==> src/rtl/owr_pkg.sv <==
`timescale 1ns/1ps
package owr_pkg;
  typedef enum logic [2:0] {
    ST_IDLE   = 3'd0,
    ST_SLOT   = 3'd1,
    ST_PWAIT  = 3'd2,
    ST_PDRIVE = 3'd3,
    ST_PEND   = 3'd4
  } owr_state_e;

  function automatic int max3(input int a, input int b, input int c);
    int m;
    m = (a > b) ? a : b;
    return (m > c) ? m : c;
  endfunction
endpackage

==> src/rtl/owr_tick_gen.sv <==
`timescale 1ns/1ps
module owr_tick_gen #(
  parameter int TICKS_PER_US = 50
) (
  input  logic clk,
  input  logic rst_n,
  input  logic restart,
  output logic tick
);
  localparam int CW = (TICKS_PER_US > 1) ? $clog2(TICKS_PER_US) : 1;
  localparam logic [CW-1:0] LIM = CW'(TICKS_PER_US - 1);

  logic [CW-1:0] cnt;

  assign tick = (cnt == LIM);

  always_ff @(posedge clk) begin
    if (!rst_n) cnt <= '0;
    else if (restart || tick) cnt <= '0;
    else cnt <= cnt + 1'b1;
  end
endmodule

==> src/rtl/owr_line_sync.sv <==
`timescale 1ns/1ps
module owr_line_sync (
  input  logic clk,
  input  logic rst_n,
  input  logic ow_in,
  output logic level,
  output logic fell,
  output logic rose
);
  logic s1, s2, s3;

  always_ff @(posedge clk) begin
    if (!rst_n) begin
      s1 <= 1'b1;
      s2 <= 1'b1;
      s3 <= 1'b1;
    end else begin
      s1 <= ow_in;
      s2 <= s1;
      s3 <= s2;
    end
  end

  assign level = s2;
  assign fell  = s3 & ~s2;
  assign rose  = ~s3 & s2;
endmodule

==> src/rtl/owr_bit_engine.sv <==
`timescale 1ns/1ps
module owr_bit_engine
  import owr_pkg::*;
#(
  parameter int RST_MIN_US   = 480,
  parameter int PRES_WAIT_US = 30,
  parameter int PRES_LOW_US  = 120,
  parameter int SAMPLE_US    = 30,
  parameter int HOLD0_US     = 45
) (
  input  logic       clk,
  input  logic       rst_n,
  input  logic       tick,
  input  logic       level,
  input  logic       fell,
  input  logic       rose,
  input  logic       tx_active,
  input  logic       tx_bit,
  output logic       drive_low,
  output logic       rx_bit_stb,
  output logic       rx_bit,
  output logic       tx_bit_stb,
  output logic       reset_stb,
  output owr_state_e state
);
  localparam int TMAX = max3(RST_MIN_US, PRES_LOW_US, max3(PRES_WAIT_US, SAMPLE_US, HOLD0_US));
  localparam int TW   = $clog2(TMAX + 1);
  localparam logic [TW-1:0] T_SAT   = TW'(TMAX);
  localparam logic [TW-1:0] T_RST   = TW'(RST_MIN_US);
  localparam logic [TW-1:0] T_SMP   = TW'(SAMPLE_US);
  localparam logic [TW-1:0] T_HOLD  = TW'(HOLD0_US);
  localparam logic [TW-1:0] T_PWAIT = TW'(PRES_WAIT_US - 1);
  localparam logic [TW-1:0] T_PLOW  = TW'(PRES_LOW_US - 1);

  logic [TW-1:0] t;
  logic          is_read;
  logic          cur_bit;
  logic          smp;

  always_ff @(posedge clk) begin
    if (!rst_n) begin
      state      <= ST_IDLE;
      t          <= '0;
      is_read    <= 1'b0;
      cur_bit    <= 1'b1;
      smp        <= 1'b1;
      rx_bit     <= 1'b0;
      rx_bit_stb <= 1'b0;
      tx_bit_stb <= 1'b0;
      reset_stb  <= 1'b0;
    end else begin
      rx_bit_stb <= 1'b0;
      tx_bit_stb <= 1'b0;
      reset_stb  <= 1'b0;
      case (state)
        ST_IDLE: begin
          if (fell) begin
            state   <= ST_SLOT;
            t       <= '0;
            is_read <= tx_active;
            cur_bit <= tx_bit;
            smp     <= 1'b1;
          end
        end
        ST_SLOT: begin
          if (rose) begin
            t <= '0;
            if (t >= T_RST) begin
              reset_stb <= 1'b1;
              state     <= ST_PWAIT;
            end else begin
              state <= ST_IDLE;
              if (is_read) begin
                tx_bit_stb <= 1'b1;
              end else begin
                rx_bit_stb <= 1'b1;
                rx_bit     <= smp;
              end
            end
          end else if (tick) begin
            if (t != T_SAT) t <= t + 1'b1;
            if (t == T_SMP) smp <= level;
          end
        end
        ST_PWAIT: begin
          if (tick) begin
            if (t == T_PWAIT) begin
              state <= ST_PDRIVE;
              t     <= '0;
            end else begin
              t <= t + 1'b1;
            end
          end
        end
        ST_PDRIVE: begin
          if (tick) begin
            if (t == T_PLOW) begin
              state <= ST_PEND;
              t     <= '0;
            end else begin
              t <= t + 1'b1;
            end
          end
        end
        ST_PEND: begin
          if (level) state <= ST_IDLE;
        end
        default: state <= ST_IDLE;
      endcase
    end
  end

  assign drive_low = (state == ST_PDRIVE) ||
                     ((state == ST_SLOT) && is_read && !cur_bit && (t < T_HOLD));
endmodule

==> src/rtl/owr_byte_shifter.sv <==
`timescale 1ns/1ps
module owr_byte_shifter #(
  parameter int DATA_W = 8
) (
  input  logic              clk,
  input  logic              rst_n,
  input  logic              rx_bit_stb,
  input  logic              rx_bit,
  input  logic              tx_bit_stb,
  input  logic              reset_stb,
  output logic              rx_valid,
  input  logic              rx_ready,
  output logic [DATA_W-1:0] rx_data,
  input  logic              tx_valid,
  output logic              tx_ready,
  input  logic [DATA_W-1:0] tx_data,
  output logic              tx_active,
  output logic              tx_bit
);
  localparam int CNTW = (DATA_W > 2) ? $clog2(DATA_W) : 1;
  localparam logic [CNTW-1:0] LAST = CNTW'(DATA_W - 1);

  logic [DATA_W-1:0] rx_sr, tx_sr;
  logic [CNTW-1:0]   rx_cnt, tx_cnt;
  logic [DATA_W-1:0] rx_next;
  logic              tx_pending;

  assign rx_next   = {rx_bit, rx_sr[DATA_W-1:1]};
  assign tx_ready  = !tx_pending;
  assign tx_active = tx_pending;
  assign tx_bit    = tx_sr[0];

  always_ff @(posedge clk) begin
    if (!rst_n) begin
      rx_sr    <= '0;
      rx_cnt   <= '0;
      rx_data  <= '0;
      rx_valid <= 1'b0;
    end else begin
      if (reset_stb) begin
        rx_cnt <= '0;
      end else if (rx_bit_stb) begin
        rx_sr  <= rx_next;
        rx_cnt <= (rx_cnt == LAST) ? '0 : rx_cnt + 1'b1;
      end
      if (rx_bit_stb && !reset_stb && rx_cnt == LAST) begin
        rx_valid <= 1'b1;
        rx_data  <= rx_next;
      end else if (rx_ready) begin
        rx_valid <= 1'b0;
      end
    end
  end

  always_ff @(posedge clk) begin
    if (!rst_n) begin
      tx_sr      <= '0;
      tx_cnt     <= '0;
      tx_pending <= 1'b0;
    end else begin
      if (reset_stb) begin
        tx_pending <= 1'b0;
      end else if (tx_bit_stb) begin
        tx_sr  <= tx_sr >> 1;
        tx_cnt <= tx_cnt + 1'b1;
        if (tx_cnt == LAST) tx_pending <= 1'b0;
      end
      if (tx_valid && !tx_pending) begin
        tx_sr      <= tx_data;
        tx_cnt     <= '0;
        tx_pending <= 1'b1;
      end
    end
  end
endmodule

==> src/rtl/owr_responder.sv <==
`timescale 1ns/1ps
module owr_responder
  import owr_pkg::*;
#(
  parameter int TICKS_PER_US = 50,
  parameter int DATA_W       = 8,
  parameter int RST_MIN_US   = 480,
  parameter int PRES_WAIT_US = 30,
  parameter int PRES_LOW_US  = 120,
  parameter int SAMPLE_US    = 30,
  parameter int HOLD0_US     = 45
) (
  input  logic              clk,
  input  logic              rst_n,
  input  logic              ow_in,
  output logic              ow_drive_low,
  output logic              rx_valid,
  input  logic              rx_ready,
  output logic [DATA_W-1:0] rx_data,
  input  logic              tx_valid,
  output logic              tx_ready,
  input  logic [DATA_W-1:0] tx_data
);
  logic       tick, level, fell, rose;
  logic       tx_active, tx_bit;
  logic       rx_bit_stb, rx_bit, tx_bit_stb, reset_stb;
  owr_state_e eng_state;

  owr_line_sync u_sync (
    .clk(clk), .rst_n(rst_n), .ow_in(ow_in),
    .level(level), .fell(fell), .rose(rose)
  );

  owr_tick_gen #(.TICKS_PER_US(TICKS_PER_US)) u_tick (
    .clk(clk), .rst_n(rst_n), .restart(fell | rose), .tick(tick)
  );

  owr_bit_engine #(
    .RST_MIN_US(RST_MIN_US), .PRES_WAIT_US(PRES_WAIT_US),
    .PRES_LOW_US(PRES_LOW_US), .SAMPLE_US(SAMPLE_US), .HOLD0_US(HOLD0_US)
  ) u_eng (
    .clk(clk), .rst_n(rst_n), .tick(tick), .level(level), .fell(fell),
    .rose(rose), .tx_active(tx_active), .tx_bit(tx_bit),
    .drive_low(ow_drive_low), .rx_bit_stb(rx_bit_stb), .rx_bit(rx_bit),
    .tx_bit_stb(tx_bit_stb), .reset_stb(reset_stb), .state(eng_state)
  );

  owr_byte_shifter #(.DATA_W(DATA_W)) u_shift (
    .clk(clk), .rst_n(rst_n), .rx_bit_stb(rx_bit_stb), .rx_bit(rx_bit),
    .tx_bit_stb(tx_bit_stb), .reset_stb(reset_stb),
    .rx_valid(rx_valid), .rx_ready(rx_ready), .rx_data(rx_data),
    .tx_valid(tx_valid), .tx_ready(tx_ready), .tx_data(tx_data),
    .tx_active(tx_active), .tx_bit(tx_bit)
  );
endmodule

==> config.mk <==
export PLATFORM = sky130hd
export DESIGN_NAME = owr_responder
export DESIGN_NICKNAME = d
export VERILOG_FILES = /design/src/rtl/owr_pkg.sv /design/src/rtl/owr_tick_gen.sv /design/src/rtl/owr_line_sync.sv /design/src/rtl/owr_bit_engine.sv /design/src/rtl/owr_byte_shifter.sv /design/src/rtl/owr_responder.sv
export SDC_FILE = /design/constraint.sdc
export NUM_CORES = 1
export LEC_CHECK = 0
export ABC_AREA = 1
export BUFFER_PORTS_ARGS = -buffer_cell sky130_fd_sc_hd__buf_2
export CORE_UTILIZATION = 47
export DETAILED_ROUTE_END_ITERATION = 8
export PLACE_DENSITY = 0.65
export SETUP_SLACK_MARGIN = 0.15
export SLEW_MARGIN = 30
export SYNTH_ARGS = -nofsm -noshare
export SYNTH_HDL_FRONTEND = slang
export SYNTH_SLANG_ARGS = --single-unit
==> constraint.sdc <==
create_clock -name clk -period 1.7 [get_ports clk]
set_input_delay 0.255 -clock clk [delete_from_list [all_inputs] [get_ports clk]]
set_output_delay 0.255 -clock clk [all_outputs]
set_load 0.01 [all_outputs]
==> impl_metrics.xml, run 1 <==
<?xml version="1.0" encoding="UTF-8"?>
<metrics>
  <group name="run_status">
    <metric name="run_status" unit="">finished, final reports clean</metric>
  </group>
  <group name="die">
    <metric name="die_width" unit="microns">79.96</metric>
    <metric name="die_area" unit="sq um">6394</metric>
    <metric name="chipHeight" unit="microns">79.96</metric>
    <metric name="core_region" unit="sq um">5886</metric>
    <metric name="io_pins" unit="">24</metric>
    <metric name="floorplan.initialDensity" unit="%">48.53</metric>
    <metric name="rows" unit="">28</metric>
  </group>
  <group name="clocking">
    <metric name="clock_tree.htree_level_count" unit="">3</metric>
    <metric name="clk-insertion-delay-late" unit="ps">340</metric>
    <metric name="total_clock_sinks" unit="">59</metric>
    <metric name="root_buffer" unit="">sky130_fd_sc_hd__clkbuf_8</metric>
    <metric name="cts_tree" unit="">done</metric>
    <metric name="clock_tree.buffer_depth" unit="">2</metric>
    <metric name="worst_setup_hold_path_clk_slew" unit="ps">70</metric>
    <metric name="clock_buffer_count_from_cts" unit="">9</metric>
    <metric name="postCtsHoldBufs" unit="">0</metric>
  </group>
  <group name="global_routing">
    <metric name="largest_net_degree_at_the_start_of_global_routing" unit="">19</metric>
    <metric name="global_route.usage.total" unit="%">20.72</metric>
    <metric name="overflow" unit="">0</metric>
    <metric name="grt_first_pass_wirelength" unit="microns">10250</metric>
    <metric name="grt_antenna_before_repair" unit="">0</metric>
    <metric name="via_count_of_the_first_global_routing_pass" unit="">2303</metric>
  </group>
  <group name="synthesis">
    <metric name="synthMostInstantiatedCell" unit="">sky130_fd_sc_hd__nand2_1</metric>
    <metric name="yosysSeqAreaShare" unit="%">41.35</metric>
    <metric name="yosys_register_bits" unit="">59</metric>
    <metric name="asyncSetResetFlopFracSynth" unit="%">0</metric>
    <metric name="synthFlopType" unit="">sky130_fd_sc_hd__dfxtp_1</metric>
    <metric name="post_synth.cell_area_avg" unit="sq um">6.916</metric>
    <metric name="ys_top_cells_by_area" unit="">sky130_fd_sc_hd__dfxtp_1, sky130_fd_sc_hd__nand2_1, sky130_fd_sc_hd__nor2_1, sky130_fd_sc_hd__a21oi_1, sky130_fd_sc_hd__ha_1</metric>
    <metric name="netlist-cell-type-count" unit="">30</metric>
    <metric name="synth_edf_count" unit="">0</metric>
    <metric name="synthesis_warnings" unit="">0</metric>
    <metric name="synthDominantCellAreaShare" unit="%">41.35</metric>
    <metric name="syn-instance-count" unit="">413</metric>
    <metric name="yosys.area.top_type" unit="">sky130_fd_sc_hd__dfxtp_1</metric>
    <metric name="mappedNetlistNets" unit="">439</metric>
    <metric name="most_numerous_cell_types_in_the_synthesized_netlist" unit="">sky130_fd_sc_hd__nand2_1, sky130_fd_sc_hd__nor2_1, sky130_fd_sc_hd__dfxtp_1</metric>
    <metric name="mappedNetlistArea" unit="sq um">2856</metric>
  </group>
  <group name="route">
    <metric name="detail-route-antenna-nets" unit="">0</metric>
    <metric name="routed_wirelength" unit="microns">6217</metric>
    <metric name="vias" unit="">2672</metric>
    <metric name="via_per_inst" unit="">4.976</metric>
    <metric name="remaining_drc_errors" unit="">0</metric>
    <metric name="drt_iter0_markers" unit="">145</metric>
    <metric name="drtPass1Iterations" unit="">4</metric>
    <metric name="routed_wire_length_per_instance" unit="microns">11.58</metric>
  </group>
  <group name="worst_setup_path">
    <metric name="cp.required" unit="ps">1440</metric>
    <metric name="crit_slowest_cell" unit="">sky130_fd_sc_hd__dfxtp_4</metric>
    <metric name="critical-path-top-delay-family" unit="">flip-flops</metric>
    <metric name="maximum_single_stage_delay_on_the_critical_path" unit="ps">360</metric>
    <metric name="worstSetupPathType" unit="">reg2out</metric>
    <metric name="worst_ep_arrival_time" unit="ps">1340</metric>
    <metric name="worst_setup_start_kind" unit="">flop</metric>
    <metric name="cp_num_buf_inv" unit="">2</metric>
    <metric name="timing.critical_path.cells" unit="">inv_4 &gt; a21oi_2 &gt; o21ai_1 &gt; nand3_1 &gt; o21ai_1 &gt; buf_2</metric>
    <metric name="crit_top_cell" unit="">sky130_fd_sc_hd__o21ai_1</metric>
    <metric name="critPathCaptureType" unit="">output port</metric>
    <metric name="critical_path_fanout_max" unit="">3</metric>
  </group>
  <group name="sta">
    <metric name="setup_viol_count_final" unit="">0</metric>
    <metric name="final_max_slew_viol_count" unit="">0</metric>
    <metric name="slew_margin_rel" unit="%">65.75</metric>
    <metric name="grt_setup_unrepaired" unit="">true</metric>
    <metric name="fin_skew" unit="ps">10.33</metric>
    <metric name="postLayoutSetupSlackWorst" unit="ps">104.0</metric>
    <metric name="final_critical_period" unit="ps">1596</metric>
    <metric name="hold_viol_final" unit="">0</metric>
    <metric name="final_min_period_over_clock_period" unit="%">93.88</metric>
    <metric name="final.hold.worst_slack" unit="ps">100.3</metric>
    <metric name="maxClockFrequency" unit="GHz">0.6266</metric>
    <metric name="fin_setup_tns" unit="ps">0</metric>
    <metric name="tightest_slew" unit="ps">513.2</metric>
  </group>
  <group name="power_and_ir_drop">
    <metric name="power_leakage" unit="nW">1.577</metric>
    <metric name="total_power" unit="mW">4.282</metric>
    <metric name="p_per_area" unit="nW/um^2">1203</metric>
    <metric name="ir_drop" unit="uV">689.6</metric>
  </group>
  <group name="final_layout">
    <metric name="summed_area_of_non_filler_cells_in_the_final_layout" unit="sq um">3561</metric>
    <metric name="layout_cells_sized_above_1" unit="%">25.97</metric>
    <metric name="n_antenna_cell" unit="">0</metric>
    <metric name="final_cell_count_no_fill" unit="">537</metric>
    <metric name="area_growth_syn_to_layout" unit="%">24.66</metric>
    <metric name="final_net_count" unit="">483</metric>
    <metric name="core_occupancy_in_the_finished_layout" unit="%">60.50</metric>
    <metric name="nFillCells" unit="">562</metric>
  </group>
  <group name="worst_hold_path">
    <metric name="hp-class" unit="">in2reg</metric>
  </group>
  <group name="place">
    <metric name="port-buffer-count" unit="">23</metric>
    <metric name="finalWeightedCongestion" unit="">0.8832</metric>
    <metric name="dp.final_hpwl" unit="microns">4317</metric>
    <metric name="cell_total_after_placement" unit="">508</metric>
    <metric name="pre_cts_worst_setup_slack" unit="ps">101.7</metric>
    <metric name="dpl_cell_area" unit="sq um">3083</metric>
  </group>
  <group name="flow_run">
    <metric name="max_cap_viol_count" unit="">0</metric>
  </group>
</metrics>
-- final timing paths --
path	startpoint	end	slack [ps]	cells past startpoint
hold / removal	ow_in	u_sync.s1	100	2
setup / recovery	u_eng.t[0]	ow_drive_low	100	6
hold reg to reg	u_sync.s1	u_sync.level	410	1
setup reg to reg	u_eng.t[0]	u_eng.state[2]	110	10
-- layout make-up --
cell class | instances | area (sq um) | share of cell area (%)
Clock buffer | 9 | 123.9 | 3.479
Multi-Input combinational cell | 294 | 1553 | 43.61
Timing Repair Buffer | 43 | 299.0 | 8.398
Sequential cell | 59 | 1199 | 33.66
Clock inverter | 7 | 100.1 | 2.811
Tap cell | 75 | 93.84 | 2.635
Inverter | 50 | 192.7 | 5.411
-- report_power, final --
part	switching, mW	total, mW	internal, mW
clock network	0.624	1.46	0.838
logic	0.732	1.25	0.518
registers	0.0916	1.57	1.48
total	1.45	4.28	2.83
-- worst reg2reg max path, cell delays in order, from the launching register on --
cell and delay (ps):
sky130_fd_sc_hd__dfxtp_4 370, sky130_fd_sc_hd__buf_4 120, sky130_fd_sc_hd__ha_4 120, sky130_fd_sc_hd__nand2_1 60, sky130_fd_sc_hd__nor2_1 100, sky130_fd_sc_hd__nand2_1 90, sky130_fd_sc_hd__nand2_2 110, sky130_fd_sc_hd__nand2_2 70
sky130_fd_sc_hd__nor2_4 230, sky130_fd_sc_hd__nand3_2 110, sky130_fd_sc_hd__a21oi_2 140
-- flip-flops by register name, indices dropped and copies added (netlist names), 3 cells and up --
| name | count |
|---|---|
| u_eng.t | 9 |
| u_eng.state | 3 |
| u_shift.rx_cnt | 3 |
| u_shift.tx_cnt | 3 |
| u_shift.tx_sr | 8 |
| u_shift.rx_sr | 7 |
| u_tick.cnt | 6 |
| u_shift.rx_data | 8 |
-- metal layers --
layer	up-vias	global-route usage, %	share of wire, %
li1	1418	-	-
met5	-	0	0
met1	1206	26.11	47
met4	0	6.786	0.87
met2	42	34.10	48
met3	6	5.600	3.7
-- cells by family (layout without fill, tap and decap cells) --
group	after synthesis	after routing	synth area share, %
AO/OA/AOI/OAI	61	61	11.30
XOR/XNOR	3	3	0.9200
adder cells (fa/ha/maj)	13	13	5.694
buffers and inverters	60	109	8.235
flip-flops	59	59	41.35
AND/OR/NAND/NOR	217	217	32.50
-- cells in the final DEF, fill, tap and decap left out, drive strengths merged --
cell type,instances
a21oi,35
a221oi,1
a31oi,3
buf,42
bufinv,2
clkbuf,10
clkinv,3
dfxtp,59
ha,13
inv,52
nand2,101
nand3,29
nand4,6
nor2,70
nor3,7
nor3b,1
o211ai,1
o21ai,20
o221ai,1
or2,3
xnor2,1
xor2,2
-- what timing repair did --
| action | in CTS | in global routing |
|---|---|---|
| setup buffers | 10 | 2 |
| setup endpoints to repair | 10 | 14 |
| pin swaps | 8 | 15 |
| cloned | 0 | 1 |
| resized for setup | 23 | 28 |
| endpoints found under the hold margin | 0 | 0 |
Power figures use the tool's default switching activity.
==> run 2: changes to the inputs <==
--- a/config.mk
+++ b/config.mk
@@ -8,6 +8,7 @@
 export ABC_AREA = 1
 export BUFFER_PORTS_ARGS = -buffer_cell sky130_fd_sc_hd__buf_2
 export CORE_UTILIZATION = 47
+export CTS_CLUSTER_DIAMETER = 120
 export DETAILED_ROUTE_END_ITERATION = 8
 export PLACE_DENSITY = 0.65
 export SETUP_SLACK_MARGIN = 0.15
==> constraint.sdc (replaced) <==
create_clock -name clk -period 1.7 [get_ports clk]
set_input_delay 0.34 -clock clk [delete_from_list [all_inputs] [get_ports clk]]
set_output_delay 0.34 -clock clk [all_outputs]
set_load 0.01 [all_outputs]
==> run 2 against run 1 <==
Against the previous run:
- total power decreased by 3.0%
- sequential cell count unchanged
- sequential power about the same
- via count increased by 1.8%
- design area increased by 1.1%
- hold slack improved by 85 ps
- cell count increased by 0.37%
- clock-buffer cell count increased by 3
- clock skew decreased by 3.0 ps
- critical path type unchanged
- critical endpoint unchanged
- largest cell class unchanged
- global-route usage increased by 0.15 points
==> impl_metrics.xml, run 2 (same netlist as run 1, synthesis figures left out) <==
<?xml version="1.0" encoding="UTF-8"?>
<metrics>
  <group name="run_status">
    <metric name="run_status" unit="">finished, final reports clean</metric>
  </group>
  <group name="clocking">
    <metric name="clock_tree.buffer_depth" unit="">2</metric>
    <metric name="clk-insertion-delay-late" unit="ps">340</metric>
    <metric name="clock_tree.htree_level_count" unit="">3</metric>
    <metric name="cts_tree" unit="">done</metric>
    <metric name="clock_buffer_count_from_cts" unit="">9</metric>
    <metric name="total_clock_sinks" unit="">59</metric>
    <metric name="worst_setup_hold_path_clk_slew" unit="ps">70</metric>
    <metric name="root_buffer" unit="">sky130_fd_sc_hd__clkbuf_8</metric>
  </group>
  <group name="place">
    <metric name="port-buffer-count" unit="">23</metric>
    <metric name="dp.final_hpwl" unit="microns">4340</metric>
    <metric name="finalWeightedCongestion" unit="">0.8879</metric>
    <metric name="pre_cts_worst_setup_slack" unit="ps">22.67</metric>
  </group>
  <group name="flow_run">
    <metric name="max_cap_viol_count" unit="">0</metric>
  </group>
  <group name="final_layout">
    <metric name="layout_cells_sized_above_1" unit="%">29.09</metric>
    <metric name="area_growth_syn_to_layout" unit="%">25.97</metric>
    <metric name="largest_register_ffs" unit="">9</metric>
    <metric name="nFillCells" unit="">565</metric>
    <metric name="commonest_non_fill_non_tap_cell_in_the_layout" unit="">sky130_fd_sc_hd__nand2_1</metric>
    <metric name="final_net_count" unit="">485</metric>
    <metric name="core_occupancy_in_the_finished_layout" unit="%">61.14</metric>
    <metric name="n_antenna_cell" unit="">0</metric>
    <metric name="top_regs" unit="">u_eng.t (9), u_shift.rx_data (8), u_shift.tx_sr (8)</metric>
    <metric name="mostFrequentLayoutCells" unit="">sky130_fd_sc_hd__nand2_1, sky130_fd_sc_hd__nor2_1, sky130_fd_sc_hd__dfxtp_1, sky130_fd_sc_hd__inv_1, sky130_fd_sc_hd__a21oi_1</metric>
    <metric name="largest-register" unit="">u_eng.t</metric>
  </group>
  <group name="worst_setup_path">
    <metric name="worstSetupStartpoint" unit="">u_eng.t[1]</metric>
    <metric name="worstSetupPathType" unit="">reg2out</metric>
    <metric name="critical_path_fanout_max" unit="">3</metric>
    <metric name="worst_ep_arrival_time" unit="ps">1330</metric>
    <metric name="critPathCaptureType" unit="">output port</metric>
    <metric name="worst_setup_start_kind" unit="">flop</metric>
    <metric name="cp.required" unit="ps">1360</metric>
    <metric name="worstReg2RegStart" unit="">u_eng.t[0]</metric>
  </group>
  <group name="die">
    <metric name="die_width" unit="microns">79.96</metric>
    <metric name="core_region" unit="sq um">5886</metric>
    <metric name="io_pins" unit="">24</metric>
    <metric name="rows" unit="">28</metric>
    <metric name="chipHeight" unit="microns">79.96</metric>
    <metric name="die_area" unit="sq um">6394</metric>
    <metric name="floorplan.initialDensity" unit="%">48.53</metric>
  </group>
  <group name="route">
    <metric name="remaining_drc_errors" unit="">0</metric>
    <metric name="routed_wirelength" unit="microns">6419</metric>
    <metric name="detail-route-antenna-nets" unit="">0</metric>
    <metric name="drtPass1Iterations" unit="">4</metric>
    <metric name="drt_iter0_markers" unit="">141</metric>
    <metric name="vias" unit="">2720</metric>
    <metric name="via_per_inst" unit="">5.046</metric>
    <metric name="routed_wire_length_per_instance" unit="microns">11.91</metric>
  </group>
  <group name="sta">
    <metric name="tightest_slew" unit="ps">359.4</metric>
    <metric name="postLayoutSetupSlackWorst" unit="ps">25.95</metric>
    <metric name="final_max_slew_viol_count" unit="">0</metric>
    <metric name="fin_skew" unit="ps">7.340</metric>
    <metric name="maxClockFrequency" unit="GHz">0.5974</metric>
    <metric name="setup_viol_count_final" unit="">0</metric>
    <metric name="final.hold.worst_slack" unit="ps">185.2</metric>
    <metric name="final_min_period_over_clock_period" unit="%">98.47</metric>
    <metric name="grt_setup_unrepaired" unit="">true</metric>
    <metric name="slew_margin_rel" unit="%">76.02</metric>
    <metric name="final_critical_period" unit="ps">1674</metric>
    <metric name="fin_setup_tns" unit="ps">0</metric>
    <metric name="hold_viol_final" unit="">0</metric>
  </group>
  <group name="power_and_ir_drop">
    <metric name="ir_drop" unit="uV">623.7</metric>
    <metric name="total_power" unit="mW">4.153</metric>
    <metric name="clkPwrFrac" unit="%">28.1</metric>
    <metric name="share_comb_of_total_power" unit="%">34.1</metric>
    <metric name="p_switching" unit="mW">1.461</metric>
    <metric name="p_per_area" unit="nW/um^2">1154</metric>
    <metric name="seq_power_share" unit="%">37.8</metric>
    <metric name="p_int" unit="mW">2.692</metric>
    <metric name="power_leakage" unit="nW">1.595</metric>
    <metric name="power.share.switching" unit="%">35.18</metric>
  </group>
  <group name="worst_hold_path">
    <metric name="hp-class" unit="">in2reg</metric>
    <metric name="hold_path.startpoint" unit="">ow_in</metric>
  </group>
  <group name="global_routing">
    <metric name="grt_antenna_before_repair" unit="">0</metric>
    <metric name="grt_first_pass_wirelength" unit="microns">10210</metric>
    <metric name="global_route.usage.total" unit="%">20.88</metric>
    <metric name="via_count_of_the_first_global_routing_pass" unit="">2373</metric>
    <metric name="overflow" unit="">0</metric>
    <metric name="largest_net_degree_at_the_start_of_global_routing" unit="">19</metric>
  </group>
</metrics>
-- run 2: changes by cell type in the layout (fill, tap and decap cells not counted), moves of 3 or more --
cell,change
sky130_fd_sc_hd__o21ai_1,-3
sky130_fd_sc_hd__nand2_1,-5
sky130_fd_sc_hd__dfxtp_2,+3
sky130_fd_sc_hd__nand2_2,+3
sky130_fd_sc_hd__o21ai_2,+4
-- run 2: layout make-up --
| cell class | instances | area [sq um] | area share, % |
|---|---|---|---|
| multi-input cells | 294 | 1614 | 44.85 |
| clock inverters | 4 | 25.02 | 0.6954 |
| well taps | 75 | 93.84 | 2.608 |
| flip-flops and latches | 59 | 1199 | 33.31 |
| inverters | 50 | 190.2 | 5.285 |
| clock buffers | 12 | 155.1 | 4.312 |
| repair buffers | 45 | 321.6 | 8.936 |
-- run 2: repair_timing --
item / in CTS / in global routing
resized for setup: 29 / 41
setup endpoints to repair: 12 / 21
cloned: 0 / 1
setup buffers: 7 / 6
hold buffers: 0 / 0
pin swaps: 7 / 20
-- run 2: critical path, cell delays in order (launching register included) --
cell and delay [ps]:
sky130_fd_sc_hd__dfxtp_2 330, sky130_fd_sc_hd__inv_2 80, sky130_fd_sc_hd__a21oi_2 60, sky130_fd_sc_hd__o21ai_1 130
sky130_fd_sc_hd__nand3_1 80, sky130_fd_sc_hd__o21ai_1 160, sky130_fd_sc_hd__buf_2 160
-- run 2: through the flow --
stage | cell area [sq um] | std cells
floorplan | 2856 | 413
global placement | 3090 | 509
detailed placement | 3090 | 509
CTS | 3386 | 532
global route | 3598 | 539
finish | 3598 | 539
-- run 2: path summary, 6_finish.rpt --
path | endpoint | slack [ps] | cells after the start
setup / recovery | ow_drive_low | 30 | 6
hold / removal | u_sync.s1 | 190 | 2
hold reg to reg | u_sync.level | 410 | 1
setup reg to reg | u_eng.t[7] | 50 | 11
-- run 2: power by group through the flow --
| stage | combinational (mW) | sequential, mW | clock [mW] |
|---|---|---|---|
| 2_1_floorplan | 0.690 | 1.57 | 0 |
| 3_3_place_gp | 0.903 | 1.59 | 0 |
| 3_5_place_dp | 0.910 | 1.59 | 0 |
| 4_1_cts | 1.05 | 1.56 | 1.20 |
| 5_1_grt | 1.54 | 1.59 | 1.26 |
| 6_report | 1.42 | 1.57 | 1.17 |
-- run 2: per-layer routing --
metal	wire, microns	part of all wire [%]	GRT usage (%)
met1	3015	47	26.15
met3	162	2.5	4.457
met2	3046	47	32.82
met4	195	3.0	12.32
met5	0	0	0
==> run 3: changes to the inputs <==
--- a/config.mk
+++ b/config.mk
@@ -11,7 +11,6 @@
 export CTS_CLUSTER_DIAMETER = 120
 export DETAILED_ROUTE_END_ITERATION = 8
 export PLACE_DENSITY = 0.65
-export SETUP_SLACK_MARGIN = 0.15
 export SLEW_MARGIN = 30
 export SYNTH_ARGS = -nofsm -noshare
 export SYNTH_HDL_FRONTEND = slang
==> run 3 against run 2 <==
Against the previous run:
- design area shrank 3.8%
- core utilization shrank 2.3 points
- critical path depth is the same
- setup slack gained 17 ps
- largest power group unchanged
==> impl_metrics.xml, run 3 (same netlist as run 1, synthesis figures left out) <==
<?xml version="1.0" encoding="UTF-8"?>
<metrics>
  <group name="final_layout">
    <metric name="final_net_count" unit="">482</metric>
    <metric name="top_regs" unit="">u_eng.t (9), u_shift.rx_data (8), u_shift.tx_sr (8)</metric>
    <metric name="largest_register_ffs" unit="">9</metric>
    <metric name="layout_cells_sized_above_1" unit="%">23.64</metric>
    <metric name="largest-register" unit="">u_eng.t</metric>
    <metric name="mostFrequentLayoutCells" unit="">sky130_fd_sc_hd__nand2_1, sky130_fd_sc_hd__nor2_1, sky130_fd_sc_hd__dfxtp_1, sky130_fd_sc_hd__inv_1, sky130_fd_sc_hd__a21oi_1</metric>
    <metric name="core_occupancy_in_the_finished_layout" unit="%">58.84</metric>
    <metric name="area_growth_syn_to_layout" unit="%">21.24</metric>
    <metric name="commonest_non_fill_non_tap_cell_in_the_layout" unit="">sky130_fd_sc_hd__nand2_1</metric>
    <metric name="n_antenna_cell" unit="">0</metric>
  </group>
  <group name="clocking">
    <metric name="cts_tree" unit="">done</metric>
    <metric name="postCtsHoldBufs" unit="">0</metric>
    <metric name="root_buffer" unit="">sky130_fd_sc_hd__clkbuf_8</metric>
    <metric name="total_clock_sinks" unit="">59</metric>
    <metric name="worst_setup_hold_path_clk_slew" unit="ps">70</metric>
    <metric name="clock_tree.buffer_depth" unit="">2</metric>
    <metric name="clock_buffer_count_from_cts" unit="">9</metric>
    <metric name="clock_tree.htree_level_count" unit="">3</metric>
    <metric name="clk-insertion-delay-late" unit="ps">340</metric>
  </group>
  <group name="power_and_ir_drop">
    <metric name="p_int" unit="mW">2.585</metric>
    <metric name="p_per_area" unit="nW/um^2">1130</metric>
    <metric name="share_comb_of_total_power" unit="%">30.1</metric>
    <metric name="total_power" unit="mW">3.915</metric>
    <metric name="power_leakage" unit="nW">1.559</metric>
    <metric name="power.share.switching" unit="%">33.97</metric>
    <metric name="ir_drop" unit="uV">572.5</metric>
    <metric name="seq_power_share" unit="%">40.2</metric>
    <metric name="clkPwrFrac" unit="%">29.7</metric>
    <metric name="p_switching" unit="mW">1.330</metric>
  </group>
  <group name="worst_setup_path">
    <metric name="timing.reg2reg.worst_path_depth" unit="">11</metric>
    <metric name="cp.required" unit="ps">1360</metric>
    <metric name="worstSetupPathType" unit="">reg2out</metric>
    <metric name="critical_path_fanout_max" unit="">2</metric>
    <metric name="worstReg2RegStart" unit="">u_eng.t[0]</metric>
    <metric name="critPathCaptureType" unit="">output port</metric>
    <metric name="worst_setup_start_kind" unit="">flop</metric>
    <metric name="critical-path-top-delay-family" unit="">flip-flops</metric>
    <metric name="cp_num_buf_inv" unit="">2</metric>
    <metric name="worst_r2r_endpoint" unit="">u_eng.t[7]</metric>
    <metric name="crit_top_cell" unit="">sky130_fd_sc_hd__o21ai_1</metric>
    <metric name="ff2ff_setup_slack" unit="ps">70</metric>
    <metric name="maximum_single_stage_delay_on_the_critical_path" unit="ps">350</metric>
    <metric name="timing.critical_path.cells" unit="">inv_4 &gt; a21oi_2 &gt; o21ai_1 &gt; nand3_1 &gt; o21ai_1 &gt; buf_2</metric>
    <metric name="crit_slowest_cell" unit="">sky130_fd_sc_hd__dfxtp_4</metric>
    <metric name="worst_ep_arrival_time" unit="ps">1320</metric>
  </group>
  <group name="global_routing">
    <metric name="grt_antenna_before_repair" unit="">0</metric>
    <metric name="use_met3" unit="%">4.457</metric>
    <metric name="via_count_of_the_first_global_routing_pass" unit="">2340</metric>
    <metric name="grt-busiest-layer" unit="">met2</metric>
    <metric name="gr_util_met1" unit="%">26.36</metric>
    <metric name="overflow" unit="">0</metric>
    <metric name="groute.layer.met2.usage" unit="%">32.05</metric>
    <metric name="largest_net_degree_at_the_start_of_global_routing" unit="">19</metric>
    <metric name="global_route.usage.total" unit="%">20.73</metric>
    <metric name="grt_first_pass_wirelength" unit="microns">10120</metric>
  </group>
  <group name="route">
    <metric name="drtPass1Iterations" unit="">5</metric>
    <metric name="drt_iter0_markers" unit="">122</metric>
    <metric name="routed_wire_length_per_instance" unit="microns">11.41</metric>
    <metric name="detail-route-antenna-nets" unit="">0</metric>
    <metric name="vias" unit="">2685</metric>
    <metric name="routed_wirelength" unit="microns">6118</metric>
    <metric name="via_per_inst" unit="">5.009</metric>
    <metric name="remaining_drc_errors" unit="">0</metric>
  </group>
  <group name="sta">
    <metric name="setup_viol_count_final" unit="">0</metric>
    <metric name="grt_setup_unrepaired" unit="">true</metric>
    <metric name="tightest_slew" unit="ps">364.1</metric>
    <metric name="final.hold.worst_slack" unit="ps">188.1</metric>
    <metric name="maxClockFrequency" unit="GHz">0.6036</metric>
    <metric name="final_max_slew_viol_count" unit="">0</metric>
    <metric name="slew_margin_rel" unit="%">75.70</metric>
    <metric name="hold_viol_final" unit="">0</metric>
    <metric name="fin_skew" unit="ps">7.346</metric>
    <metric name="final_min_period_over_clock_period" unit="%">97.46</metric>
    <metric name="final_critical_period" unit="ps">1657</metric>
    <metric name="fin_setup_tns" unit="ps">0</metric>
  </group>
  <group name="worst_hold_path">
    <metric name="min_delay_worst_endpoint" unit="">u_sync.s1</metric>
    <metric name="timing.hold.worst_path_depth" unit="">2</metric>
    <metric name="hold_path.startpoint" unit="">ow_in</metric>
    <metric name="hp-class" unit="">in2reg</metric>
  </group>
  <group name="die">
    <metric name="core_region" unit="sq um">5886</metric>
    <metric name="die_width" unit="microns">79.96</metric>
    <metric name="floorplan.initialDensity" unit="%">48.53</metric>
    <metric name="rows" unit="">28</metric>
    <metric name="die_area" unit="sq um">6394</metric>
    <metric name="io_pins" unit="">24</metric>
    <metric name="chipHeight" unit="microns">79.96</metric>
  </group>
  <group name="run_status">
    <metric name="run_status" unit="">finished, final reports clean</metric>
  </group>
  <group name="flow_run">
    <metric name="max_cap_viol_count" unit="">0</metric>
  </group>
  <group name="place">
    <metric name="dp.final_hpwl" unit="microns">4340</metric>
    <metric name="port-buffer-count" unit="">23</metric>
    <metric name="finalWeightedCongestion" unit="">0.8879</metric>
  </group>
</metrics>
-- run 3: cell types whose count changed in the layout (fill, tap and decap cells not counted), moves of 3 or more --
cell and change:
sky130_fd_sc_hd__nor2_1 +4, sky130_fd_sc_hd__buf_6 -3, sky130_fd_sc_hd__o21ai_2 -4, sky130_fd_sc_hd__nor2_2 -3
sky130_fd_sc_hd__nand2_1 +10, sky130_fd_sc_hd__o21ai_1 +3, sky130_fd_sc_hd__nand2_2 -9
-- run 3: cell type report --
type                            instances  area [sq um]
Sequential cell                        59          1204
Inverter                               50         190.2
Timing Repair Buffer                   42         287.8
Fill cell                             593          2422
Tap cell                               75         93.84
Clock inverter                          4         25.02
Multi-Input combinational cell        294          1508
Clock buffer                           12         155.1
-- run 3: worst max-delay path by stage --
stage / from / to / slack (ps) / depth (start not counted)
floorplan: u_eng.t[0] / u_eng.t[4] / 170 / 13
global placement: u_eng.t[0] / u_eng.t[5] / 80 / 10
detailed placement: u_eng.t[0] / u_eng.t[5] / 20 / 13
CTS: u_eng.t[2] / ow_drive_low / -5 / 6
global route: u_eng.t[0] / u_eng.t[7] / -30 / 11
finish: u_eng.t[0] / ow_drive_low / 40 / 6
-- run 3: routing by layer --
layer | vias to the layer above | wire [microns]
li1 | 1411 | -
met1 | 1218 | 2991
met2 | 44 | 2826
met3 | 12 | 163
met4 | 0 | 138
met5 | - | 0
-- run 3: power groups by stage --
stage | sequential [mW] | combinational [mW] | clock, mW
after floorplan | 1.57 | 0.690 | 0
final | 1.57 | 1.18 | 1.16
after detailed placement | 1.59 | 0.910 | 0
after global routing | 1.59 | 1.31 | 1.26
after CTS | 1.56 | 0.985 | 1.20
after global placement | 1.59 | 0.903 | 0
-- run 3: timing repair --
action,in CTS,in global routing
resized for setup,18,21
gates cloned,0,1
pin swaps,5,10
endpoints found under the setup margin,1,12
buffers inserted,6,4
-- run 3: stage by stage --
step / instances / cell area [sq um] / worst slack [ps]
after floorplan: 413 / 2856 / 172.4
after global placement: 509 / 3090 / 78.25
after detailed placement: 509 / 3090 / 22.67
after CTS: 531 / 3347 / -5.498
after global routing: 536 / 3463 / -32.05
final: 536 / 3463 / 43.21
